<file path="config.mk">
export PLATFORM = sky130hd
export DESIGN_NAME = cs_wait_decoder
export DESIGN_NICKNAME = d
export VERILOG_FILES = /design/src/rtl/cs_dec_pkg.sv /design/src/rtl/cs_regfile.sv /design/src/rtl/cs_region_match.sv /design/src/rtl/cs_prio_sel.sv /design/src/rtl/cs_wait_timer.sv /design/src/rtl/cs_wait_decoder.sv
export SDC_FILE = /design/constraint.sdc
export NUM_CORES = 1
export LEC_CHECK = 0
export ABC_AREA = 1
export BUFFER_PORTS_ARGS = -buffer_cell sky130_fd_sc_hd__buf_2
export CAP_MARGIN = 20
export CORE_UTILIZATION = 47
export CTS_BUF_LIST = sky130_fd_sc_hd__clkbuf_8
export DETAILED_ROUTE_END_ITERATION = 8
export HOLD_SLACK_MARGIN = 0.12
export PLACE_DENSITY = 0.66
export SLEW_MARGIN = 25
export SYNTH_ARGS = -nofsm -noshare
export SYNTH_HDL_FRONTEND = slang
export SYNTH_SLANG_ARGS = --single-unit
</file>
<file path="constraint.sdc">
create_clock -name clk_i -period 1.8 [get_ports clk_i]
set_input_delay 0.18 -clock clk_i [delete_from_list [all_inputs] [get_ports clk_i]]
set_output_delay 0.18 -clock clk_i [all_outputs]
set_load 0.005 [all_outputs]
</file>
<file path="src/rtl/cs_dec_pkg.sv">
package cs_dec_pkg;
  // control byte layout: bit 7 enable, bit 4 width, bits 2..0 wait count
  localparam int CS_WAIT_W = 3;
  localparam int CTL_EN_BIT = 7;
  localparam int CTL_WIDE_BIT = 4;

  typedef struct packed {
    logic                 wide;
    logic [CS_WAIT_W-1:0] wait_cnt;
  } acc_attr_t;

  typedef struct packed {
    logic [7:0] base;
    logic [7:0] mask;
    logic       en;
    acc_attr_t  attr;
  } region_cfg_t;
endpackage

</file>
<file path="src/rtl/cs_regfile.sv">
module cs_regfile
  import cs_dec_pkg::*;
#(
  parameter int NUM_RGN = 4,
  localparam int IDX_W = $clog2(NUM_RGN),
  localparam int RA_W  = IDX_W + 2
) (
  input  logic             clk_i,
  input  logic             rst_ni,
  input  logic             we_i,
  input  logic [RA_W-1:0]  addr_i,
  input  logic [7:0]       wdata_i,
  output region_cfg_t      cfg_o [NUM_RGN],
  output acc_attr_t        fb_o
);
  localparam logic [RA_W-1:0] FB_ADDR = RA_W'(3);

  for (genvar g = 0; g < NUM_RGN; g++) begin : g_rgn
    region_cfg_t cfg_q;
    logic        sel;
    assign sel = we_i && (addr_i[RA_W-1:2] == IDX_W'(g));

    always_ff @(posedge clk_i or negedge rst_ni) begin
      if (!rst_ni) begin
        cfg_q <= '0;
      end else if (sel) begin
        case (addr_i[1:0])
          2'd0: cfg_q.base <= wdata_i;
          2'd1: cfg_q.mask <= wdata_i;
          2'd2: begin
            cfg_q.en            <= wdata_i[CTL_EN_BIT];
            cfg_q.attr.wide     <= wdata_i[CTL_WIDE_BIT];
            cfg_q.attr.wait_cnt <= wdata_i[CS_WAIT_W-1:0];
          end
          default: ;
        endcase
      end
    end
    assign cfg_o[g] = cfg_q;
  end

  acc_attr_t fb_q;
  always_ff @(posedge clk_i or negedge rst_ni) begin
    if (!rst_ni) begin
      fb_q <= '0;
    end else if (we_i && addr_i == FB_ADDR) begin
      fb_q.wide     <= wdata_i[CTL_WIDE_BIT];
      fb_q.wait_cnt <= wdata_i[CS_WAIT_W-1:0];
    end
  end
  assign fb_o = fb_q;
endmodule

</file>
<file path="src/rtl/cs_region_match.sv">
module cs_region_match
  import cs_dec_pkg::*;
(
  input  region_cfg_t cfg_i,
  input  logic [7:0]  addr_hi_i,
  output logic        hit_o
);
  logic [7:0] diff;
  assign diff  = (addr_hi_i ^ cfg_i.base) & ~cfg_i.mask;
  assign hit_o = cfg_i.en && (diff == 8'h00);
endmodule

</file>
<file path="src/rtl/cs_prio_sel.sv">
module cs_prio_sel #(
  parameter int NUM_RGN = 4
) (
  input  logic [NUM_RGN-1:0] hit_i,
  output logic [NUM_RGN-1:0] grant_o,
  output logic               any_o
);
  always_comb begin
    grant_o = '0;
    any_o   = 1'b0;
    for (int i = 0; i < NUM_RGN; i++) begin
      if (hit_i[i] && !any_o) begin
        grant_o[i] = 1'b1;
        any_o      = 1'b1;
      end
    end
  end
endmodule

</file>
<file path="src/rtl/cs_wait_timer.sv">
module cs_wait_timer #(
  parameter int WAIT_W = 3
) (
  input  logic              clk_i,
  input  logic              rst_ni,
  input  logic              load_i,
  input  logic [WAIT_W-1:0] wait_i,
  output logic              busy_o,
  output logic              done_o
);
  logic [WAIT_W-1:0] cnt_q;
  logic              busy_q;

  always_ff @(posedge clk_i or negedge rst_ni) begin
    if (!rst_ni) begin
      cnt_q  <= '0;
      busy_q <= 1'b0;
    end else if (busy_q) begin
      if (cnt_q == '0) busy_q <= 1'b0;
      else             cnt_q  <= cnt_q - 1'b1;
    end else if (load_i) begin
      busy_q <= 1'b1;
      cnt_q  <= wait_i;
    end
  end

  assign busy_o = busy_q;
  assign done_o = busy_q && (cnt_q == '0);
endmodule

</file>
<file path="src/rtl/cs_wait_decoder.sv">
module cs_wait_decoder
  import cs_dec_pkg::*;
#(
  parameter int          ADDR_W  = 24,
  parameter int          NUM_RGN = 4,
  parameter int unsigned INT_END = 32'h0000_3000,
  localparam int IDX_W  = $clog2(NUM_RGN),
  localparam int RA_W   = IDX_W + 2,
  localparam int HI_LSB = ADDR_W - 8
) (
  input  logic               clk_i,
  input  logic               rst_ni,
  input  logic               reg_we_i,
  input  logic [RA_W-1:0]    reg_addr_i,
  input  logic [7:0]         reg_wdata_i,
  input  logic               acc_start_i,
  input  logic [ADDR_W-1:0]  acc_addr_i,
  output logic [NUM_RGN-1:0] cs_n_o,
  output logic               bus_wide_o,
  output logic               acc_done_o
);
  region_cfg_t        cfg [NUM_RGN];
  acc_attr_t          fb;
  logic [NUM_RGN-1:0] hit, grant;
  logic               any_hit, internal, take, busy_q, done;
  acc_attr_t          nxt_attr;
  logic [NUM_RGN-1:0] nxt_sel, sel_q;
  logic               wide_q;

  cs_regfile #(.NUM_RGN(NUM_RGN)) i_regs (
    .clk_i, .rst_ni,
    .we_i(reg_we_i), .addr_i(reg_addr_i), .wdata_i(reg_wdata_i),
    .cfg_o(cfg), .fb_o(fb)
  );

  for (genvar g = 0; g < NUM_RGN; g++) begin : g_match
    cs_region_match i_match (
      .cfg_i(cfg[g]), .addr_hi_i(acc_addr_i[ADDR_W-1:HI_LSB]), .hit_o(hit[g])
    );
  end

  cs_prio_sel #(.NUM_RGN(NUM_RGN)) i_prio (
    .hit_i(hit), .grant_o(grant), .any_o(any_hit)
  );

  assign internal = acc_addr_i < ADDR_W'(INT_END);
  assign take     = acc_start_i && !busy_q;

  always_comb begin
    nxt_attr = fb;
    nxt_sel  = grant;
    for (int i = 0; i < NUM_RGN; i++) begin
      if (grant[i]) nxt_attr = cfg[i].attr;
    end
    if (internal) begin
      nxt_sel           = '0;
      nxt_attr.wide     = 1'b1;
      nxt_attr.wait_cnt = '0;
    end
  end

  cs_wait_timer #(.WAIT_W(CS_WAIT_W)) i_timer (
    .clk_i, .rst_ni,
    .load_i(take), .wait_i(nxt_attr.wait_cnt),
    .busy_o(busy_q), .done_o(done)
  );

  always_ff @(posedge clk_i or negedge rst_ni) begin
    if (!rst_ni) begin
      sel_q  <= '0;
      wide_q <= 1'b0;
    end else if (take) begin
      sel_q  <= nxt_sel;
      wide_q <= nxt_attr.wide;
    end else if (done) begin
      sel_q  <= '0;
    end
  end

  assign cs_n_o     = ~sel_q;
  assign bus_wide_o = wide_q;
  assign acc_done_o = done;
endmodule

</file>
---- After elaboration in Yosys (flattened, before gate mapping) ----
Index checks and enable logic that the tools add are counted.
word-level totals
  bits in registers ....................... 97
  input port bits ......................... 40
  output and inout bits ................... 6
  logic and storage cells ................. 108
operators by class
  $add $sub $neg .......................... 1
  magnitude comparators ................... 1
  eq/ne operators ......................... 7
  muxes and demuxes ....................... 20
  bitwise gates (word level) .............. 13
  reduce and logical (&&, ||, !) cells .... 40
operators by type and width
  operator                number
  $and A8 B8 Y8           4
  $logic_not A8 Y1        4
  $mux W4                 8
  $not A8 Y8              4
  $xor A8 B8 Y8           4
  $reduce_and A2 Y1       13
  $lt A24 B14 Y1 const B  1
  $logic_and A1 B1 Y1     14
  $mux W1                 9
  $mux W3                 3
  $eq A2 B2 Y1 const B    3
  $eq A2 B1 Y1 const B    2
  $eq A4 B2 Y1 const B    1
  $logic_not A1 Y1        4
  $logic_not A2 Y1        2
  $not A4 Y4              1
  $reduce_bool A2 Y1      2
  $logic_not A3 Y1        1
  $sub A3 B1 Y3 const B   1
  $ne A2 B2 Y1 const B    1

---- Longest topological paths before layout ----
Gate-level depths: netlist (run 1).
  word-level depth ........................ 18
  depth in mapped cells ................... 17
  mapped depth without buffers ............ 16

---- By module ----
Synthesis (run 1) repeated with hierarchy kept, for this count alone.
unflattened totals
  cell total of the unflattened synthesis .. 718
  area total of the unflattened synthesis .. 5121.2 um^2
by module, submodules not included
  module           times used  cells an instance  area an instance (um^2)  seq. area each (um^2)
  cs_regfile       1           424                3633.5                   2202.1
  cs_region_match  4           45                 192.7                    0.0
  cs_wait_decoder  1           70                 426.7                    125.1
  cs_wait_timer    1           34                 244.0                    100.1
  cs_prio_sel      1           10                 46.3                     0.0

---- Least setup slack after synthesis (run 1) ----
OpenSTA, ideal clock, no wires.
  path kind ............................... register to register
  from .................................... register i_regs.g_rgn[0].cfg_q, in the netlist i_regs.cfg_o[81]
  to ...................................... register i_timer.cnt_q[2]
  library setup time ...................... 0.117 ns
  arrival ................................. 1.395 ns
  required time ........................... 1.683 ns
  setup slack ............................. 0.288 ns
  cell stages (with the launch flop) ...... 14
  path buffers ............................ 0
  clock period less this slack ............ 1.512 ns
  path through ............................ dfrtp_1 or2_0 nand2_1 nand2_2 nor2_4 nand3_4 nand3_2 nor2_2 nor2_1 nand2_1 nand2_1 nand2_1 nand2_1 nand2_1
on the way
  cells in the longest elaborated chain, start to end .. 18
  elaborated cells between the ends (all ways) .. 23
  those cells by class .................... 13 x mux; 2 x bitwise; 8 x reduce/logical
RTL lines
  element                  line                   RTL
  start, declared          cs_regfile.sv:19       region_cfg_t cfg_q;
  $xor A8 B8 Y8 (*)        cs_region_match.sv:9   assign diff = (addr_hi_i ^ cfg_i.base) & ~cfg_i.mask;
  $and A8 B8 Y8 (*)        cs_region_match.sv:9
  $logic_not A8 Y1 (*)     cs_region_match.sv:10  assign hit_o = cfg_i.en && (diff == 8'h00);
  $logic_and A1 B1 Y1 (*)  cs_region_match.sv:10
  $mux W1 (*)              cs_prio_sel.sv:12      if (hit_i[i] && !any_o) begin
  $logic_not A1 Y1         cs_prio_sel.sv:12
  $logic_and A1 B1 Y1      cs_prio_sel.sv:12
  $mux W1                  cs_prio_sel.sv:12
  (+2 left out)            n/a
  $mux W1                  cs_prio_sel.sv:12
  $logic_not A1 Y1         cs_prio_sel.sv:12
  $logic_and A1 B1 Y1      cs_prio_sel.sv:12
  $mux W1                  cs_prio_sel.sv:12
  $mux W4 (*)              cs_wait_decoder.sv:53  if (grant[i]) nxt_attr = cfg[i].attr;
  $mux W4 (*)              cs_wait_decoder.sv:55  if (internal) begin
  $mux W3 (*)              cs_wait_timer.sv:21    end else if (load_i) begin
  $mux W3 (*)              cs_wait_timer.sv:18    end else if (busy_q) begin
  end signal, assigned     cs_wait_timer.sv:20    else cnt_q <= cnt_q - 1'b1;
  end signal, assigned     cs_wait_timer.sv:23    cnt_q <= wait_i;
  end, declared            cs_wait_timer.sv:11    logic [WAIT_W-1:0] cnt_q;
Mark *: on every way between the ends. The rest lies on a longest branch, timed or not. The select of a mux whose other input is x is not followed.
A chain may end at the register's enable or synchronous reset.

---- Worst setup path after layout (run 1) ----
Same ends and word-level chain as after synthesis.

==> results.rst, run 1 <==
.. list-table::
   :header-rows: 1

   * - Metric
     - Value
   * - Final worst-path setup slack
     - 31.5 ps
   * - Master cell of the clock root buffer
     - clkbuf_8
   * - Period minus WS final
     - 1770 ps
   * - Gate count of the mapped netlist
     - 590
   * - Switching power total
     - 1.98 mW
   * - Via count of the first global-routing pass
     - 3716
   * - Die footprint
     - 0.0103 mm2
   * - Number of placement rows
     - 36
   * - Placer Congestion
     - 0.810
   * - Pin count of the biggest net entering global routing
     - 44
   * - Number of violations reported at the end of detailed-routing iteration 0
     - 195
   * - Arr. time, crit path
     - 2090 ps
   * - Slack of the worst reg-to-reg path
     - 30 ps
   * - Portion of the post-synthesis area used by sequential elements
     - 52.0%
   * - Design area
     - 0.00538 mm2
   * - Number of diodes
     - 0
   * - Maximum vdd drop
     - 430 uV
   * - CTS tree
     - built
   * - CP Capture Point
     - i_timer.cnt_q[2]$_DFFE_PN0P_
   * - Fraction of power spent switching nets
     - 34.6%
   * - First-pass GRT wire length
     - 18.4 mm
   * - Combinational power share
     - 25.5%
   * - Nets in the synthesized netlist
     - 632
   * - Total power per unit cell area
     - 1060 mW/mm2
   * - Cts bufs inserted
     - 9
   * - Deepest clock path buffer count
     - 2
   * - Average footprint of a synthesized cell
     - 7.91 um2
   * - Share of the clock period used by the worst path after layout
     - 98.3%
   * - Hold Path Class
     - primary input to register
   * - Dpl cell area
     - 0.00504 mm2
   * - Actual slew at the worst max-slew pin
     - 564 ps
   * - Maximum fanout count along the critical path
     - 5
   * - Unrepaired setup endpoints after global routing
     - yes
   * - Starting utilization of the core area
     - 48.2%
   * - Antenna violations before repair
     - 0
   * - Sort of element at the end of the critical path
     - register
   * - Overall routed net length
     - 11.0 mm
   * - Width of the die
     - 102 um
   * - Overall global routing resource usage
     - 24.0%
   * - # fillers
     - 901
   * - Reg2Reg Launch Point
     - i_regs.cfg_o[81]$_DFFE_PN0P_
   * - Class of the most critical setup path
     - register to register
   * - Detailed-routing iteration count for the pre-antenna-repair pass
     - 4
   * - Power consumption
     - 5.72 mW
   * - Chip Height
     - 102 um
   * - Status
     - complete, no violations
   * - Number of warning messages in the yosys log
     - 0
   * - Top cells by count, synth
     - nand2_1 (187), dfrtp_1 (97), o21ai_0 (92), inv_1 (64), nor2_1 (34)
   * - CP Data Required Time
     - 2120 ps
   * - I/O pin total
     - 46
   * - Layout cell share with drive strength beyond 1
     - 18.4%
   * - Register share of total power
     - 51.0%
   * - Netlist Area Pre-Place
     - 0.00467 mm2
   * - Largest cells by area after synthesis
     - dfrtp_1 (52%), nand2_1 (15%), o21ai_0 (9.9%)
   * - Dominant cell by count in the synthesized netlist
     - nand2_1
   * - Total count of max-transition violations in the final report
     - 0
   * - DP HPWL
     - 7.55 mm
   * - Final count of hold timing violations
     - 0
   * - Achievable frequency
     - 565 MHz
   * - Share of synthesized flip-flops with an asynchronous set or reset
     - 100%
   * - Number of nets in the layout
     - 683
   * - Number of max-cap violations
     - 0
   * - Avg WL per Cell
     - 14.1 um
   * - Clock power frac
     - 23.5%
   * - Library cells used by synthesis
     - 31
   * - Number of cell instances on the worst register-to-register path
     - 14
   * - Nature of the critical path startpoint
     - register
   * - Total setup violations reported at the end of the flow
     - 0
   * - Standby leakage power
     - 2.69 nW
   * - Worst clock skew on the final layout
     - 4.86 ps
   * - Post-route antenna net violation count
     - 0
   * - Worst slack, placed
     - -20.4 ps
   * - Synthesis-to-layout area growth
     - 15.3%
   * - Number of I/O port buffers
     - 33
   * - Number of flip-flops and latches in the synthesized netlist
     - 97
   * - EDFF count, synth
     - 0
   * - Non-filler instance count after layout
     - 779
   * - Core region area
     - 0.00968 mm2
   * - H-tree depth
     - 3
   * - Overflow left after global routing
     - 0
   * - Capture point of the worst reg-to-reg path
     - i_timer.cnt_q[2]$_DFFE_PN0P_
   * - Design internal power
     - 3.74 mW
   * - Leading register cell type out of synthesis
     - dfrtp_1
   * - Layout Utilization
     - 55.6%
   * - Area share of the largest cell type after synthesis
     - 52.0%
   * - Count of vias placed by the detailed router
     - 3876
   * - Start point of the critical path
     - i_regs.cfg_o[81]$_DFFE_PN0P_
   * - # clock sinks
     - 97
   * - Number of vias per cell
     - 4.98
   * - Total placed cells including tap cells
     - 754
   * - Insertion delay to the later sink of the worst-skew pair
     - 380 ps
   * - Worst max-slew margin expressed relative to the limit
     - 62.0%
   * - Number of remaining DRC errors
     - 0
   * - Cell type with the largest total area after synthesis
     - dfrtp_1
   * - Clock-pin transition on the worst setup and hold timing paths
     - 100 ps
[metrics by stage]
stage	setup TNS, ps	hold slack [ps]
2_1_floorplan	0	-116
3_3_place_gp	-23.5	162
3_5_place_dp	-20.4	170
4_1_cts	0	162
5_1_grt	-234	184
6_report	0	165
[critical path, stage by stage, from the launching register on]
cell     delay, ps
dfrtp_1        410
or2_0          220
nand2_1        110
nand2_2         90
nor2_4         120
nand3_4        140
nand2_4        110
inv_2           60
o21ai_1         90
nand2_2         80
nand2_1         60
nand2_1         60
nand2_1         60
nand2_1         50
nand2_1         50
[layout by cell type (no fill, tap or decap), types with 2 or more instances in the layout]
cell and instances:
a21oi_1 14, nand3_1 18, inv_6 3, nor2_4 8, nand3b_1 7, nand3_4 3, nor4_1 2, dlygate4sd3_1 2
nor2_1 32, clkinv_4 2, o22ai_1 3, dfrtp_1 97, clkinv_2 2, ha_1 2, nand3_2 5, inv_2 12
o21bai_1 2, o21ai_0 91, buf_4 20, o21ai_1 2, or2_0 4, o21ai_2 2, nor3_1 4, inv_1 62
a21oi_2 2, clkbuf_8 9, buf_2 32, nand2_2 10, nand2_1 181, nor2_2 3
[layout make-up]
type	count	area, um2	area share (%)
tap	133	166	3.09
timing repair buffer	56	362	6.72
multi-input combinational	402	1970	36.5
sequential	97	2430	45.1
clock inverter	7	53.8	1.00
inverter	75	284	5.28
clock buffer	9	124	2.30
[cell families after synthesis]
| kind of cell | share of synthesized area [%] |
|---|---|
| AO/OA/AOI/OAI | 13.0 |
| buffers and inverters | 7.88 |
| XOR/XNOR | 0.188 |
| adder cells (fa/ha/maj) | 0.536 |
| AND/OR/NAND/NOR | 26.4 |
| flip-flops | 52.0 |
[flip-flops by register name, summed over array words and instances, names as in the netlist]
name	flops
bus_wide_o	1
i_regs.cfg_o	84
i_regs.fb_o	4
i_timer.busy_o	1
i_timer.cnt_q	3
sel_q	4
[timing repair]
item | in CTS | in global routing
setup buffers | 4 | 2
endpoints found under the setup margin | 1 | 4
hold endpoints to repair | 32 | 0
gates cloned | 1 | 0
pin swaps | 1 | 13
hold buffers | 2 | 0
resized for setup | 3 | 22
[per-layer routing]
layer | global-route usage (%) | wire [um]
met3 | 4.00 | 505
met1 | 33.8 | 5140
met4 | 10.0 | 212
met5 | 0 | 0
met2 | 37.0 | 5130
[worst min path at each step]
stage	from	to	slack, ps	cells past startpoint
2_1_floorplan	rst_ni	bus_wide_o$_DFFE_PN0P_	-120	0
3_3_place_gp	rst_ni	i_timer.busy_o$_DFF_PN0_	160	1
3_5_place_dp	rst_ni	i_timer.busy_o$_DFF_PN0_	170	1
4_1_cts	reg_wdata_i[6]	i_regs.cfg_o[40]$_DFFE_PN0P_	160	3
5_1_grt	reg_wdata_i[6]	i_regs.cfg_o[40]$_DFFE_PN0P_	180	3
6_report	reg_wdata_i[6]	i_regs.cfg_o[40]$_DFFE_PN0P_	170	3
[power by group through the flow]
stage	registers (mW)	clock network, mW	logic (mW)
2_1_floorplan	2.89	0	0.978
3_3_place_gp	2.93	0	1.29
3_5_place_dp	2.96	0	1.34
4_1_cts	2.91	1.37	1.38
5_1_grt	2.98	1.47	1.70
6_report	2.92	1.34	1.46
(Power assumes the default switching activity.)
==> run 2: changes to the inputs <==
--- a/config.mk
+++ b/config.mk
@@ -8,6 +8,7 @@
 export ABC_AREA = 1
 export BUFFER_PORTS_ARGS = -buffer_cell sky130_fd_sc_hd__buf_2
 export CAP_MARGIN = 20
+export CORE_ASPECT_RATIO = 0.6
 export CORE_UTILIZATION = 47
 export CTS_BUF_LIST = sky130_fd_sc_hd__clkbuf_8
 export DETAILED_ROUTE_END_ITERATION = 8
==> results.rst, run 2 (synthesis results as in run 1) <==
.. list-table::
   :header-rows: 1

   * - Metric
     - Value
   * - Post-route antenna net violation count
     - 0
   * - Number of max-cap violations
     - 0
   * - Switching power total
     - 1.93 mW
   * - Commonest cells after routing, fill and taps aside
     - nand2_1 (179), dfrtp_1 (97), o21ai_0 (91), inv_1 (63)
   * - Starting utilization of the core area
     - 49.7%
   * - Number of nets in the layout
     - 685
   * - Most common library cell in the layout ignoring fill and taps
     - nand2_1
   * - Insertion delay to the later sink of the worst-skew pair
     - 370 ps
   * - Period minus WS final
     - 1760 ps
   * - Unrepaired setup endpoints after global routing
     - yes
   * - Deepest clock path buffer count
     - 2
   * - Worst slack, placed
     - 38.9 ps
   * - Total placed cells including tap cells
     - 755
   * - Class of the most critical setup path
     - register to register
   * - Power consumption
     - 6.04 mW
   * - Number of diodes
     - 0
   * - Master cell of the clock root buffer
     - clkbuf_8
   * - Die footprint
     - 0.0103 mm2
   * - Clock power frac
     - 26.9%
   * - Combinational power share
     - 24.6%
   * - Worst max-slew margin expressed relative to the limit
     - 61.0%
   * - Chip Height
     - 79.2 um
   * - Design internal power
     - 4.11 mW
   * - Final count of hold timing violations
     - 0
   * - Total count of max-transition violations in the final report
     - 0
   * - Achievable frequency
     - 569 MHz
   * - Number of remaining DRC errors
     - 0
   * - Status
     - complete, no violations
   * - Nature of the critical path startpoint
     - register
   * - Antenna violations before repair
     - 0
   * - Number of placement rows
     - 27
   * - Overall global routing resource usage
     - 24.9%
   * - Hold Path Class
     - primary input to register
   * - Placer Congestion
     - 0.808
   * - Synthesis-to-layout area growth
     - 16.6%
   * - Core region area
     - 0.00939 mm2
   * - # clock sinks
     - 97
   * - First-pass GRT wire length
     - 19.1 mm
   * - Overall routed net length
     - 11.5 mm
   * - I/O pin total
     - 46
   * - Count of vias placed by the detailed router
     - 3975
   * - Layout Utilization
     - 58.0%
   * - CP Data Required Time
     - 2110 ps
   * - Total power per unit cell area
     - 1110 mW/mm2
   * - Max reg flops
     - 84
   * - # fillers
     - 897
   * - Register share of total power
     - 48.5%
   * - H-tree depth
     - 3
   * - Cts bufs inserted
     - 9
   * - DP HPWL
     - 8.31 mm
   * - Sort of element at the end of the critical path
     - register
   * - Dpl cell area
     - 0.00505 mm2
   * - Width of the die
     - 131 um
   * - TNS Setup
     - 0 ps
   * - Number of violations reported at the end of detailed-routing iteration 0
     - 359
   * - Non-filler instance count after layout
     - 777
   * - Number of vias per cell
     - 5.12
   * - CTS tree
     - built
   * - Avg WL per Cell
     - 14.7 um
   * - Maximum fanout count along the critical path
     - 4
   * - Worst clock skew on the final layout
     - 10.7 ps
   * - Final worst-path setup slack
     - 41.5 ps
   * - Share of the clock period used by the worst path after layout
     - 97.7%
   * - Maximum vdd drop
     - 531 uV
   * - Overflow left after global routing
     - 0
   * - Clock-pin transition on the worst setup and hold timing paths
     - 90 ps
   * - Detailed-routing iteration count for the pre-antenna-repair pass
     - 6
   * - Number of I/O port buffers
     - 33
   * - Standby leakage power
     - 2.72 nW
   * - Pin count of the biggest net entering global routing
     - 37
   * - Design area
     - 0.00545 mm2
   * - Total setup violations reported at the end of the flow
     - 0
   * - Actual slew at the worst max-slew pin
     - 579 ps
   * - Layout cell share with drive strength beyond 1
     - 18.9%
   * - Via count of the first global-routing pass
     - 3741
   * - Slack of the worst reg-to-reg path
     - 40 ps
   * - Minimum hold slack
     - 118 ps
   * - Fraction of power spent switching nets
     - 32.0%
   * - Arr. time, crit path
     - 2070 ps
==> run 2: power by group through the flow <==
stage          logic (mW)  clock network [mW]  registers [mW]
5_1_grt              1.73                1.75            3.00
3_5_place_dp         1.37                   0            2.97
2_1_floorplan       0.978                   0            2.89
3_3_place_gp         1.32                   0            2.94
4_1_cts              1.38                1.64            2.93
6_report             1.48                1.62            2.93
==> run 2: layout make-up <==
class / instances / area [um2] / area share [%]
multi-input cells: 402 / 1980 / 36.3
repair buffers: 58 / 362 / 6.64
inverters: 75 / 287 / 5.26
clock buffers: 12 / 165 / 3.03
well taps: 130 / 163 / 2.99
flip-flops and latches: 97 / 2430 / 44.6
clock inverters: 3 / 63.8 / 1.17
==> run 2: repair_timing <==
item                                   in CTS  in global routing
setup buffers                               0                  5
endpoints found under the hold margin      31                  0
gates resized for setup                     0                 29
hold buffers                                1                  0
setup endpoints to repair                   0                  4
==> run 2: worst paths after layout <==
check / start / endpoint / depth (start not counted)
worst min-delay path: acc_start_i / bus_wide_o$_DFFE_PN0P_ / 3
min in group asynchronous: rst_ni / i_regs.cfg_o[19]$_DFFE_PN0P_ / 2
worst max register to register: i_regs.cfg_o[58]$_DFFE_PN0P_ / i_timer.cnt_q[1]$_DFFE_PN0P_ / 13
worst max-delay path: i_regs.cfg_o[58]$_DFFE_PN0P_ / i_timer.cnt_q[1]$_DFFE_PN0P_ / 13
max in group asynchronous: rst_ni / i_regs.cfg_o[29]$_DFFE_PN0P_ / 3
worst min register to register: i_regs.cfg_o[28]$_DFFE_PN0P_ / i_regs.cfg_o[28]$_DFFE_PN0P_ / 2
==> run 2: worst max-delay path, stage by stage (launching register included) <==
cell	delay [ps]
dfrtp_1	400
inv_1	60
nand2_1	50
nand3b_1	140
nand2_2	110
nor2_4	150
nand2_2	70
nor2_4	140
nand3_1	90
nand3_1	90
nand2_1	90
nand2_1	110
nand2_1	80
a21oi_2	120
==> run 2: metal layers <==
metal  vias up  global-route usage [%]  share of wire [%]
met2       134                    34.7                 41
met1      1861                    38.4                 50
met4         0                    6.55               0.83
li1       1969                       -                  -
met5         -                       0                  0
met3        11                    5.80                7.5
